<file path="src/rtl/irq_pkg.sv">
`timescale 1ns/1ps
package irq_pkg;
  typedef enum logic [1:0] {
    STK_IDLE = 2'd0,
    STK_PUSH = 2'd1,
    STK_POP  = 2'd2
  } stk_op_e;
endpackage

</file>
<file path="src/rtl/irq_req_sync.sv">
`timescale 1ns/1ps
module irq_req_sync #(
  parameter int N_LINES = 4
) (
  input  logic               clk_i,
  input  logic               rst_ni,
  input  logic [N_LINES-1:0] req_i,
  input  logic [N_LINES-1:0] disarm_i,
  output logic [N_LINES-1:0] req_q_o,
  output logic [N_LINES-1:0] armed_o
);
  for (genvar i = 0; i < N_LINES; i++) begin : g_line
    always_ff @(posedge clk_i or negedge rst_ni) begin
      if (!rst_ni) begin
        req_q_o[i] <= 1'b0;
        armed_o[i] <= 1'b1;
      end else begin
        req_q_o[i] <= req_i[i];
        // re-arm only after the registered request was seen low
        if (disarm_i[i])     armed_o[i] <= 1'b0;
        else if (!req_q_o[i]) armed_o[i] <= 1'b1;
      end
    end
  end
endmodule

</file>
<file path="src/rtl/irq_prio_pick.sv">
`timescale 1ns/1ps
module irq_prio_pick #(
  parameter int N_LINES = 4,
  localparam int IDX_W  = $clog2(N_LINES)
) (
  input  logic [N_LINES-1:0] elig_i,
  output logic [N_LINES-1:0] grant_o,
  output logic               any_o,
  output logic [IDX_W-1:0]   idx_o
);
  logic [N_LINES:0] seen;
  assign seen[0] = 1'b0;

  for (genvar i = 0; i < N_LINES; i++) begin : g_chain
    assign grant_o[i]  = elig_i[i] & ~seen[i];
    assign seen[i+1]   = seen[i] | elig_i[i];
  end

  assign any_o = seen[N_LINES];

  always_comb begin
    idx_o = '0;
    for (int i = N_LINES - 1; i >= 0; i--) begin
      if (elig_i[i]) idx_o = IDX_W'(i);
    end
  end
endmodule

</file>
<file path="src/rtl/irq_ctx_stack.sv">
`timescale 1ns/1ps
module irq_ctx_stack
  import irq_pkg::*;
#(
  parameter int DEPTH  = 4,
  parameter int ADDR_W = 32,
  parameter int LVL_W  = 3,
  localparam int SP_W  = $clog2(DEPTH + 1),
  localparam int IDX_W = $clog2(DEPTH)
) (
  input  logic              clk_i,
  input  logic              rst_ni,
  input  stk_op_e           op_i,
  input  logic              push_mask_i,
  input  logic [LVL_W-1:0]  push_lvl_i,
  input  logic [ADDR_W-1:0] push_ra_i,
  output logic              top_mask_o,
  output logic [LVL_W-1:0]  top_lvl_o,
  output logic [ADDR_W-1:0] top_ra_o,
  output logic              empty_o,
  output logic              full_o
);
  logic [ADDR_W-1:0] ra_mem   [DEPTH];
  logic [LVL_W-1:0]  lvl_mem  [DEPTH];
  logic              mask_mem [DEPTH];
  logic [SP_W-1:0]   sp_q;
  logic [IDX_W-1:0]  wr_idx, rd_idx;
  logic              do_push, do_pop;

  assign empty_o = (sp_q == '0);
  assign full_o  = (sp_q == SP_W'(DEPTH));
  assign wr_idx  = sp_q[IDX_W-1:0];
  assign rd_idx  = IDX_W'(sp_q - SP_W'(1));
  assign do_push = (op_i == STK_PUSH) && !full_o;
  assign do_pop  = (op_i == STK_POP) && !empty_o;

  always_ff @(posedge clk_i or negedge rst_ni) begin
    if (!rst_ni)      sp_q <= '0;
    else if (do_push) sp_q <= sp_q + SP_W'(1);
    else if (do_pop)  sp_q <= sp_q - SP_W'(1);
  end

  always_ff @(posedge clk_i) begin
    if (do_push) begin
      ra_mem[wr_idx]   <= push_ra_i;
      lvl_mem[wr_idx]  <= push_lvl_i;
      mask_mem[wr_idx] <= push_mask_i;
    end
  end

  assign top_ra_o   = ra_mem[rd_idx];
  assign top_lvl_o  = lvl_mem[rd_idx];
  assign top_mask_o = mask_mem[rd_idx];
endmodule

</file>
<file path="src/rtl/irq_accept_unit.sv">
`timescale 1ns/1ps
module irq_accept_unit
  import irq_pkg::*;
#(
  parameter int                N_LINES     = 4,
  parameter int                ADDR_W      = 32,
  parameter int                STACK_DEPTH = 4,
  parameter logic [ADDR_W-1:0] HANDLER_VEC = 'h80,
  localparam int               LVL_W       = $clog2(N_LINES + 1),
  localparam int               IDX_W       = $clog2(N_LINES)
) (
  input  logic               clk_i,
  input  logic               rst_ni,
  input  logic [N_LINES-1:0] irq_req_i,
  input  logic               ie_enable_i,
  input  logic               eret_i,
  input  logic [ADDR_W-1:0]  pc_seq_i,
  output logic [N_LINES-1:0] irq_ack_o,
  output logic               irq_take_o,
  output logic               redirect_o,
  output logic [ADDR_W-1:0]  redirect_addr_o,
  output logic               mask_o,
  output logic [LVL_W-1:0]   level_o
);
  logic [N_LINES-1:0] req_q, armed, elig, grant;
  logic               any_win, gate, pop;
  logic [IDX_W-1:0]   win_idx;
  logic               mask_q;
  logic [LVL_W-1:0]   lvl_q;
  logic               top_mask, stk_empty, stk_full;
  logic [LVL_W-1:0]   top_lvl;
  logic [ADDR_W-1:0]  top_ra;
  stk_op_e            stk_op;

  irq_req_sync #(.N_LINES(N_LINES)) u_sync (
    .clk_i    (clk_i),
    .rst_ni   (rst_ni),
    .req_i    (irq_req_i),
    .disarm_i (grant),
    .req_q_o  (req_q),
    .armed_o  (armed)
  );

  // a return in flight or a full stack blocks acceptance
  assign gate = ~mask_q & ~eret_i & ~stk_full;

  for (genvar i = 0; i < N_LINES; i++) begin : g_elig
    assign elig[i] = req_q[i] & armed[i] & gate & (lvl_q > LVL_W'(i));
  end

  irq_prio_pick #(.N_LINES(N_LINES)) u_pick (
    .elig_i  (elig),
    .grant_o (grant),
    .any_o   (any_win),
    .idx_o   (win_idx)
  );

  assign pop = eret_i & ~stk_empty;

  always_comb begin
    if (any_win)  stk_op = STK_PUSH;
    else if (pop) stk_op = STK_POP;
    else          stk_op = STK_IDLE;
  end

  irq_ctx_stack #(
    .DEPTH  (STACK_DEPTH),
    .ADDR_W (ADDR_W),
    .LVL_W  (LVL_W)
  ) u_stack (
    .clk_i       (clk_i),
    .rst_ni      (rst_ni),
    .op_i        (stk_op),
    .push_mask_i (mask_q),
    .push_lvl_i  (lvl_q),
    .push_ra_i   (pc_seq_i),
    .top_mask_o  (top_mask),
    .top_lvl_o   (top_lvl),
    .top_ra_o    (top_ra),
    .empty_o     (stk_empty),
    .full_o      (stk_full)
  );

  always_ff @(posedge clk_i or negedge rst_ni) begin
    if (!rst_ni) begin
      mask_q <= 1'b0;
      lvl_q  <= LVL_W'(N_LINES);
    end else if (any_win) begin
      mask_q <= 1'b1;
      lvl_q  <= LVL_W'(win_idx);
    end else if (pop) begin
      mask_q <= top_mask;
      lvl_q  <= top_lvl;
    end else if (ie_enable_i) begin
      mask_q <= 1'b0;
    end
  end

  assign irq_ack_o  = grant;
  assign irq_take_o = any_win;
  assign redirect_o = any_win | pop;

  always_comb begin
    if (any_win)  redirect_addr_o = HANDLER_VEC;
    else if (pop) redirect_addr_o = top_ra;
    else          redirect_addr_o = '0;
  end

  assign mask_o  = mask_q;
  assign level_o = lvl_q;
endmodule

</file>
<file path="config.mk">
export PLATFORM = sky130hd
export DESIGN_NAME = irq_accept_unit
export DESIGN_NICKNAME = d
export VERILOG_FILES = /design/src/rtl/irq_pkg.sv /design/src/rtl/irq_req_sync.sv /design/src/rtl/irq_prio_pick.sv /design/src/rtl/irq_ctx_stack.sv /design/src/rtl/irq_accept_unit.sv
export SDC_FILE = /design/constraint.sdc
export NUM_CORES = 1
export LEC_CHECK = 0
export BUFFER_PORTS_ARGS = -buffer_cell sky130_fd_sc_hd__clkbuf_2
export CORE_MARGIN = 2
export CORE_UTILIZATION = 57
export CTS_CLUSTER_DIAMETER = 50
export DETAILED_ROUTE_END_ITERATION = 16
export PLACE_DENSITY_LB_ADDON = 0.05
export SLEW_MARGIN = 25
export SYNTH_ARGS = -nofsm -noshare
export SYNTH_HDL_FRONTEND = slang
export SYNTH_SLANG_ARGS = --single-unit
</file>
<file path="constraint.sdc">
create_clock -name clk_i -period 4.65 [get_ports clk_i]
set_input_delay 0.6975 -clock clk_i [delete_from_list [all_inputs] [get_ports clk_i]]
set_output_delay 0.6975 -clock clk_i [all_outputs]
set_load 0.02 [all_outputs]
</file>
[Word-level counts from Yosys, hierarchy flattened]
Memories as Yosys holds them, arrays and structs flattened.
Index checks and enable logic that the tools add are counted.
Operators by class
  add/sub/neg operators: 2
  magnitude comparators: 4
  eq/ne operators: 7
  muxes and demuxes: 25
  bitwise operators: 29
  reduce and logical (&&, ||, !) cells: 8
Operators by type and width (number)
  32-bit 2-to-1 mux: 2
  1-bit AND: 18
  1-bit 2-to-1 mux: 13
  2-bit 2-to-1 mux: 6
  3-bit 2-to-1 mux: 4
  1-bit inverter: 7
  3-bit by 1-bit > comparator with 1-bit output, second input constant: 2
  3-bit by 2-bit > comparator with 1-bit output, second input constant: 2
  2-bit inequality test, second input constant: 3
  1-bit OR: 4
  2-bit nonzero test: 2
  3-bit by 1-bit adder with 3-bit output, second input constant: 1
  3-bit equality test, second input constant: 1
  3-bit logical NOT: 1
  3-bit nonzero test: 1
  3-bit by 1-bit subtractor with 3-bit output, second input constant: 1
  2-bit by 1-bit equality test with 1-bit output, second input constant: 1
  2-bit equality test, second input constant: 1
  1-bit logical AND: 2
  1-bit logical NOT: 2
  2-bit by 1-bit inequality test with 1-bit output, second input constant: 1
Word-level totals
  bits in registers: 15
  bits in writable memories: 144
  input port bits: 40
  output and inout port bits: 42
  word-level logic and storage cells: 89
  memories kept: 3
Memory list
  u_stack.ra_mem: depth 4, bits a word 32, read ports 1, clocked after memory_dff 0, write ports 1, RTL line irq_ctx_stack.sv:23  | logic [ADDR_W-1:0] ra_mem [DEPTH];
  u_stack.lvl_mem: depth 4, bits a word 3, read ports 1, clocked after memory_dff 0, write ports 1, RTL line irq_ctx_stack.sv:24  | logic [LVL_W-1:0] lvl_mem [DEPTH];
  u_stack.mask_mem: depth 4, bits a word 1, read ports 1, clocked after memory_dff 0, write ports 1, RTL line irq_ctx_stack.sv:25  | logic mask_mem [DEPTH];

[Logic depth before layout (Yosys ltp)]
Gate-level depths: netlist of run 1.
  depth after elaboration: 13
  mapped depth: 9
  gate-level depth less buffers: 7

[Cells and area by module]
A second synthesis of run 1 with hierarchy kept.
Second synthesis, totals
  cell total of the unflattened synthesis: 306
  area, all modules: 6296.0 um^2
By module, submodules not included
  irq_ctx_stack: times used 1, cells an instance 217, area an instance 5484.0 um^2, sequential area each 4399.2 um^2
  irq_accept_unit: times used 1, cells an instance 62, area an instance 495.5 um^2, sequential area each 101.3 um^2
  irq_req_sync: times used 1, cells an instance 16, area an instance 255.2 um^2, sequential area each 205.2 um^2
  irq_prio_pick: times used 1, cells an instance 11, area an instance 61.3 um^2, sequential area each 0.0 um^2

[Worst setup path after synthesis of run 1]
Ideal clock, no wire load.
  kind: register to register
  start: reg u_stack.sp_q[0]
  end: mem u_stack.lvl_mem[0][0] (enable)
  library setup time: 0.429 ns
  arrival time: 3.219 ns
  data required time: 4.221 ns
  path slack: 1.002 ns
  cell stages (with the launch flop): 8
  path buffers: 2
  period minus slack after synthesis: 3.648 ns
  cell sequence: dfrtp_1 > buf_6 > buf_4 > inv_1 > ha_1 > a211oi_4 > o21ai_2 > nor2_1
On the way
  cells in the longest elaborated chain, start to end: 13
  elaborated cells between the ends (all ways): 24
  those cells by class: eq/ne: 2; mux: 4; bitwise: 15; reduce/logical: 3
RTL lines
  start: declaration: RTL line irq_ctx_stack.sv:26  | logic [SP_W-1:0] sp_q;
  start signal: assignment: RTL line irq_ctx_stack.sv:39  | else if (do_push) sp_q <= sp_q + SP_W'(1);
  start signal: assignment: RTL line irq_ctx_stack.sv:40  | else if (do_pop) sp_q <= sp_q - SP_W'(1);
  3-bit equality test: RTL line irq_ctx_stack.sv:31  | assign full_o = (sp_q == SP_W'(DEPTH));
  1-bit inverter: RTL line irq_accept_unit.sv:45  | assign gate = ~mask_q & ~eret_i & ~stk_full;
  1-bit AND: RTL line irq_accept_unit.sv:45
  1-bit AND (2 in a row): RTL line irq_accept_unit.sv:48  | assign elig[i] = req_q[i] & armed[i] & gate & (lvl_q > LVL_W'(i));
  1-bit OR (3 in a row): RTL line irq_prio_pick.sv:16  | assign seen[i+1] = seen[i] | elig_i[i];
  2-bit 2-to-1 mux: RTL line irq_accept_unit.sv:61  | if (any_win) stk_op = STK_PUSH;
  2-bit by 1-bit equality test with 1-bit output: RTL line irq_ctx_stack.sv:34  | assign do_push = (op_i == STK_PUSH) && !full_o;
  1-bit logical AND: RTL line irq_ctx_stack.sv:34
  1-bit 2-to-1 mux: RTL line irq_ctx_stack.sv:44  | if (do_push) begin
  1-bit 2-to-1 mux (implied by the code): RTL line irq_ctx_stack.sv:46  | lvl_mem[wr_idx] <= push_lvl_i;
  end: declaration: RTL line irq_ctx_stack.sv:24
Parallel ways exist; a longest one is shown, timed or not.

[Worst setup path after layout of run 1]
  start: reg u_stack.sp_q[1]
  end: out redirect_addr_o[19]
On the way
  cells in the longest elaborated chain, start to end: 9
  elaborated cells between the ends (all ways): 21
  those cells by class: add/sub: 1; eq/ne: 1; mux: 2; bitwise: 15; reduce/logical: 1; memory: 1
RTL lines
  3-bit equality test: RTL line irq_ctx_stack.sv:31
  1-bit inverter: RTL line irq_accept_unit.sv:45
  1-bit AND: RTL line irq_accept_unit.sv:45
  1-bit AND (2 in a row): RTL line irq_accept_unit.sv:48
  1-bit OR (3 in a row): RTL line irq_prio_pick.sv:16
  32-bit 2-to-1 mux (*): RTL line irq_accept_unit.sv:104  | if (any_win) redirect_addr_o = HANDLER_VEC;
  end: declaration: RTL line irq_accept_unit.sv:21  | output logic [ADDR_W-1:0] redirect_addr_o,
Mark *: on every way between the ends. The rest lies on a longest branch, timed or not.

==> results of run 1 <==
## cell usage after synthesis, drive strengths merged
master,instances,area [µm²]
dfrtp,10,250.2
and2,4,25.02
and3,31,193.9
ha,5,62.56
a31o,1,8.760
buf,9,58.80
nor3,2,10.01
xnor2,1,8.760
a21oi,9,45.04
nand3b,1,7.510
nand2b,2,12.51
inv,9,33.78
o21ai,6,33.78
mux4,36,822.0
nor2,4,15.01
o22ai,3,18.77
a22o,1,8.760
a211oi,1,20.02
edfxtp,144,4324
nand2,18,70.07
nand4,1,6.260
a31oi,2,12.51
dfstp,5,131.4
a22oi,1,7.510
nand3,3,15.01
mux2,1,15.01
nor4b,1,8.760
clkbuf,6,22.52
or2,1,6.260
nor3b,1,7.510
## state kept, by name, summed over array words and instances (netlist names)
name              cells
u_stack.ra_mem      128
u_stack.lvl_mem      12
u_stack.mask_mem      4
u_sync.armed_o        4
u_sync.req_q_o        4
level_o               3
u_stack.sp_q          3
mask_o                1
## cell families (layout without fill, tap and decap cells)
logic type	Yosys count	count (layout)	share of synthesized area (%)
adder cells (fa/ha/maj)	5	5	0.9990
AND/OR/NAND/NOR	69	69	6.034
multiplexers	37	37	13.37
XOR/XNOR	1	1	0.1399
AO/OA/AOI/OAI	24	24	2.478
buffers and inverters	24	125	1.838
flip-flops	159	159	75.14
## worst paths after layout
path,start,endpoint,cells past startpoint
setup / recovery,u_stack.sp_q[1]$_DFFE_PN0P_,redirect_addr_o[19],5
hold / removal,rst_ni,u_sync.req_q_o[1]$_DFF_PN0_,1
setup reg to reg,u_stack.sp_q[1]$_DFFE_PN0P_,u_stack.ra_mem[1][25]$_DFFE_PP_,6
hold reg to reg,u_sync.req_q_o[2]$_DFF_PN0_,u_sync.armed_o[2]$_DFFE_PN1P_,1
max in group asynchronous,rst_ni,u_sync.armed_o[2]$_DFFE_PN1P_,1
min in group clk_i,irq_req_i[1],u_sync.req_q_o[1]$_DFF_PN0_,1
## power by group
| group | switching [mW] | internal, mW |
|---|---|---|
| combinational | 0.907 | 0.706 |
| sequential | 0.100 | 1.80 |
| clock | 0.524 | 0.860 |
| total | 1.53 | 3.37 |
## cell type report
class                           count  share of cell area (%)
Clock buffer                       18                   5.650
Clock inverter                     13                   2.301
Inverter                            9                  0.4568
Multi-Input combinational cell    136                   19.69
Sequential cell                   159                   63.64
Tap cell                          140                   2.368
Timing Repair Buffer               85                   5.887
## through the flow
stage | instances | util [%] | hold slack (ns) | instance area [µm²]
final | 560 | 68.53 | 0.08911 | 7396
after global routing | 560 | 68.53 | 0.1070 | 7396
after CTS | 560 | 68.51 | 0.08117 | 7395
after detailed placement | 529 | 63.07 | 0.4440 | 6807
after global placement | 529 | 63.07 | 0.4303 | 6807
after floorplan | 319 | - | 0.4019 | 6262
## routing by layer
layer  GRT usage, %  wire (µm)  vias up
met5              0          0        -
met4          7.234        108        0
met3          5.918        572       12
met2          34.38       6042      116
met1          27.67       4882     1700
li1               -          -     1473
## worst max-delay path, cell delays in order (launching register included)
cell and delay [ns]:
dfrtp_1 0.39, inv_1 0.09, ha_2 1.00, mux4_2 0.42
and3_1 0.21, clkbuf_2 0.16
==> impl_metrics.json, run 1 <==
{
  "post_cts_buffers": 0,
  "clkSinkCount": 159,
  "total_power_mw": 4.901,
  "final_common_cell": "edfxtp_1",
  "syn2layout_area_growth_pct": 18.10,
  "fmaxAchievable_mhz": 286.2,
  "postCtsHoldBufs": 0,
  "cts_max_level": 4,
  "hp-class": "input pin to async pin",
  "seq_area_frac_synth_pct": 75.14,
  "end_kind": "output port",
  "grt_max_degree": 40,
  "core.rowCount": 38,
  "dp_slack_ns": 1.295,
  "r2r_slack_ns": 1.92,
  "maxSlewHeadroom_pct": 31.51,
  "die_h_um": 108.8,
  "layout-drive-gt1-share_pct": 38.33,
  "rsz0062_at_grt": "no",
  "dieArea_um2": 11840,
  "setup_violations": 0,
  "synth_seq_cells": 159,
  "via_count": 3301,
  "power.leakage_nw": 2.756,
  "worstMarginPinSlew_ns": 1.027,
  "grt.total_usage_pct": 21.06,
  "arrival_ns": 2.80,
  "clkTransAtPathRegs_ns": 0.06,
  "post-route-drc-count": 0,
  "ios": 82,
  "powerDensity_nw_per_um2": 662.7,
  "cts.path.max_buffers": 2,
  "port_buffers": 81,
  "routed_wl_um": 11610,
  "mostFrequentLayoutCells": "edfxtp_1, clkbuf_2, mux4_2",
  "multiInputGateArea_um2": 1456,
  "register_area_um2": 4707,
  "wl_per_cell_um": 20.73,
  "cap_violations": 0,
  "num_antenna_cells": 0,
  "initial_core_util_pct": 58.02,
  "place_congestion": 0.8109,
  "postCtsResizedCells": 0,
  "yosys_warnings": 0,
  "status": "complete, no violations",
  "cts-root-buf": "clkbuf_8",
  "ant_nets": 0,
  "dp_hpwl_um": 6631,
  "fin_tns_setup_ns": 0,
  "via_per_inst": 5.895,
  "fin_skew_ns": 0.009530,
  "synth_nets": 364,
  "nets": 453,
  "cts_tree": "built",
  "finalCritPeriodShare_pct": 75.15,
  "worstPathRequired_ns": 3.95,
  "overflow": 0,
  "cp_max_fo": 39,
  "worstSkewPairLatency_ns": 0.53,
  "grt_pass1_vias": 3308,
  "synth_area_um2": 6262,
  "antenna_found_initial": 0,
  "core-area_um2": 10790,
  "critical_path_class": "register to output port",
  "finalMaxSlewViolations": 0,
  "grt_pass1_wl_um": 17660,
  "netlist_instances": 319,
  "timing.final.crit_period_ns": 3.494,
  "dr.pass1.iters": 4,
  "final_hold_viol_count": 0,
  "ir_drop_uv": 427.2,
  "drt_iter0_drc": 199,
  "num-fill-cells": 727,
  "cp-start-kind": "register",
  "layout_setup_ws_ns": 1.156,
  "syn-mean-instance-area_um2": 19.63,
  "synth_cell_type_count": 37,
  "die_w_um": 108.8,
  "cts_buffers": 17
}
Power figures use the tool's default switching activity.
==> run 2, diff against run 1 <==
- CORE_UTILIZATION: 57 -> 52
- clock period: 4.65 -> 2.95 ns (I/O delays scaled with it)
==> run 2 against run 1 <==
Sequential share of layout area down 1.2 points. Via count shrank 1.9%. Sequential power is 58% higher. Hold slack improved by 0.043 ns. Count of clock-buffer cells in the layout did not move.
==> impl_metrics.json, run 2 (synthesis gave the netlist of run 1 again) <==
{
  "cts_tree": "built",
  "place_congestion": 0.7925,
  "routed_wl_um": 11240,
  "timing.final.crit_period_ns": 2.712,
  "grt_pass1_vias": 3371,
  "ir_drop_uv": 500.8,
  "dr.pass1.iters": 4,
  "port_buffers": 81,
  "setup_violations": 0,
  "status": "complete, no violations",
  "worstSkewPairLatency_ns": 0.42,
  "layout-drive-gt1-share_pct": 39.58,
  "clkSinkCount": 159,
  "cts_buffers": 17,
  "arrival_ns": 2.27,
  "finalCritPeriodShare_pct": 91.95,
  "reg2reg_depth": 7,
  "worstHoldPathCells": 1,
  "min_to": "u_sync.req_q_o[1]$_DFF_PN0_",
  "path_cells": "inv_1 > ha_4 > buf_12 > mux4_2 > and3_1 > clkbuf_2",
  "power.leakage_nw": 2.823,
  "r2r_slack_ns": 0.46,
  "ant_nets": 0,
  "core.rowCount": 40,
  "hp-class": "input pin to register",
  "grt.total_usage_pct": 18.95,
  "timing.rr.start": "u_stack.sp_q[1]$_DFFE_PN0P_",
  "largest_reg_flops": 128,
  "top_regs": "u_stack.ra_mem (128), u_stack.lvl_mem (12)",
  "post-route-drc-count": 0,
  "grt_pass1_wl_um": 17700,
  "initial_core_util_pct": 52.80,
  "powerDensity_nw_per_um2": 1041,
  "final_common_cell": "edfxtp_1",
  "mostFrequentLayoutCells": "edfxtp_1, clkbuf_2, mux4_2",
  "die_h_um": 113.7,
  "finalInstanceArea_um2": 7541,
  "fin_skew_ns": 0.007452,
  "num-fill-cells": 837,
  "wl_per_cell_um": 19.59,
  "end_kind": "output port",
  "critical_path_class": "register to output port",
  "cts_max_level": 4,
  "overflow": 0,
  "drt_iter0_drc": 209,
  "nets": 459,
  "cts.path.max_buffers": 2,
  "cp_max_fo": 28,
  "multiInputGateArea_um2": 1465,
  "holdCritStartpoint": "irq_req_i[1]",
  "fmaxAchievable_mhz": 368.7,
  "dp_slack_ns": 0.4797,
  "syn2layout_area_growth_pct": 20.42,
  "final_hold_viol_count": 0,
  "dp_hpwl_um": 6713,
  "die_w_um": 113.7,
  "grt_max_degree": 39,
  "placed_cell_area_um2": 6915,
  "r2r-end": "u_stack.ra_mem[3][18]$_DFFE_PP_",
  "cts-root-buf": "clkbuf_16",
  "top_register": "u_stack.ra_mem",
  "dieArea_um2": 12940,
  "slowest_delay_ns": 0.41,
  "register_area_um2": 4707,
  "maxSlewHeadroom_pct": 63.50,
  "via_count": 3238,
  "core-area_um2": 11860,
  "layout_setup_ws_ns": 0.2376,
  "cp-start-kind": "register",
  "finalMaxSlewViolations": 0,
  "ios": 82,
  "worstMarginPinSlew_ns": 0.5475,
  "num_antenna_cells": 0,
  "slowest_stage": "ha_4",
  "via_per_inst": 5.641,
  "clkTransAtPathRegs_ns": 0.06,
  "worstPathRequired_ns": 2.51,
  "antenna_found_initial": 0,
  "rsz0062_at_grt": "no",
  "cap_violations": 0
}
run 2: critical path, delay by kind of cell, from the launching register on:
kind / cells / cell delay (ns)
DFF: 1 / 0.40
and+or+nand+nor: 1 / 0.21
adders and majority gates: 1 / 0.41
buffers and inverters: 3 / 0.52
muxes: 1 / 0.31
run 2: layout make-up:
cell class	instances	share of cell area, %
multi-input cells	136	19.43
inverters	9	0.4480
flip-flops and latches	159	62.42
clock buffers	18	5.691
well taps	147	2.439
clock inverters	14	2.290
repair buffers	91	7.284
run 2: power breakdown:
group          internal (mW)  switching (mW)  total [mW]
registers               2.84           0.158        3.00
clock network           1.40           0.805        2.20
logic                   1.21            1.44        2.65
total                   5.44            2.40        7.85
run 2: routing by layer:
metal  GRT usage, %  share of wire (%)  wire, µm  up-vias
li1               -                  -         -     1473
met1          24.69                 44      4898     1663
met2          30.50                 51      5746       88
met3          5.367                4.2       467       14
met4          7.886                1.1       129        0
met5              0                  0         0        -
run 2: worst max path at each step:
stage	from	endpoint	slack (ns)	depth (start not counted)
after CTS	u_stack.sp_q[1]$_DFFE_PN0P_	redirect_addr_o[3]	0.06	6
after floorplan	u_stack.sp_q[0]$_DFFE_PN0P_	u_stack.lvl_mem[0][0]$_DFFE_PP_	-0.11	7
after global placement	u_stack.sp_q[1]$_DFFE_PN0P_	u_stack.ra_mem[2][10]$_DFFE_PP_	0.50	7
after detailed placement	u_stack.sp_q[1]$_DFFE_PN0P_	u_stack.ra_mem[2][1]$_DFFE_PP_	0.48	7
after global routing	u_stack.sp_q[1]$_DFFE_PN0P_	redirect_addr_o[3]	0.13	6
final	u_stack.sp_q[1]$_DFFE_PN0P_	redirect_addr_o[3]	0.24	6
run 2: repair_timing:
item                                    in CTS  in global routing
endpoints found under the setup margin       0                  7
resized for setup                            0                  2
buffers inserted                             0                  0
hold buffers                                 1                  0
endpoints found under the hold margin       10                  0
run 2: metrics by stage:
step           hold WS [ns]  total power [mW]  instances  setup TNS, ns  util, %
2_1_floorplan        0.1469             4.912        319         -3.813        -
3_3_place_gp         0.3713             5.667        541              0    58.30
3_5_place_dp         0.3801             5.695        541              0    58.30
4_1_cts              0.1107             7.909        574              0    63.46
5_1_grt              0.1163             8.231        574              0    63.58
6_report             0.1326             7.848        574              0    63.58
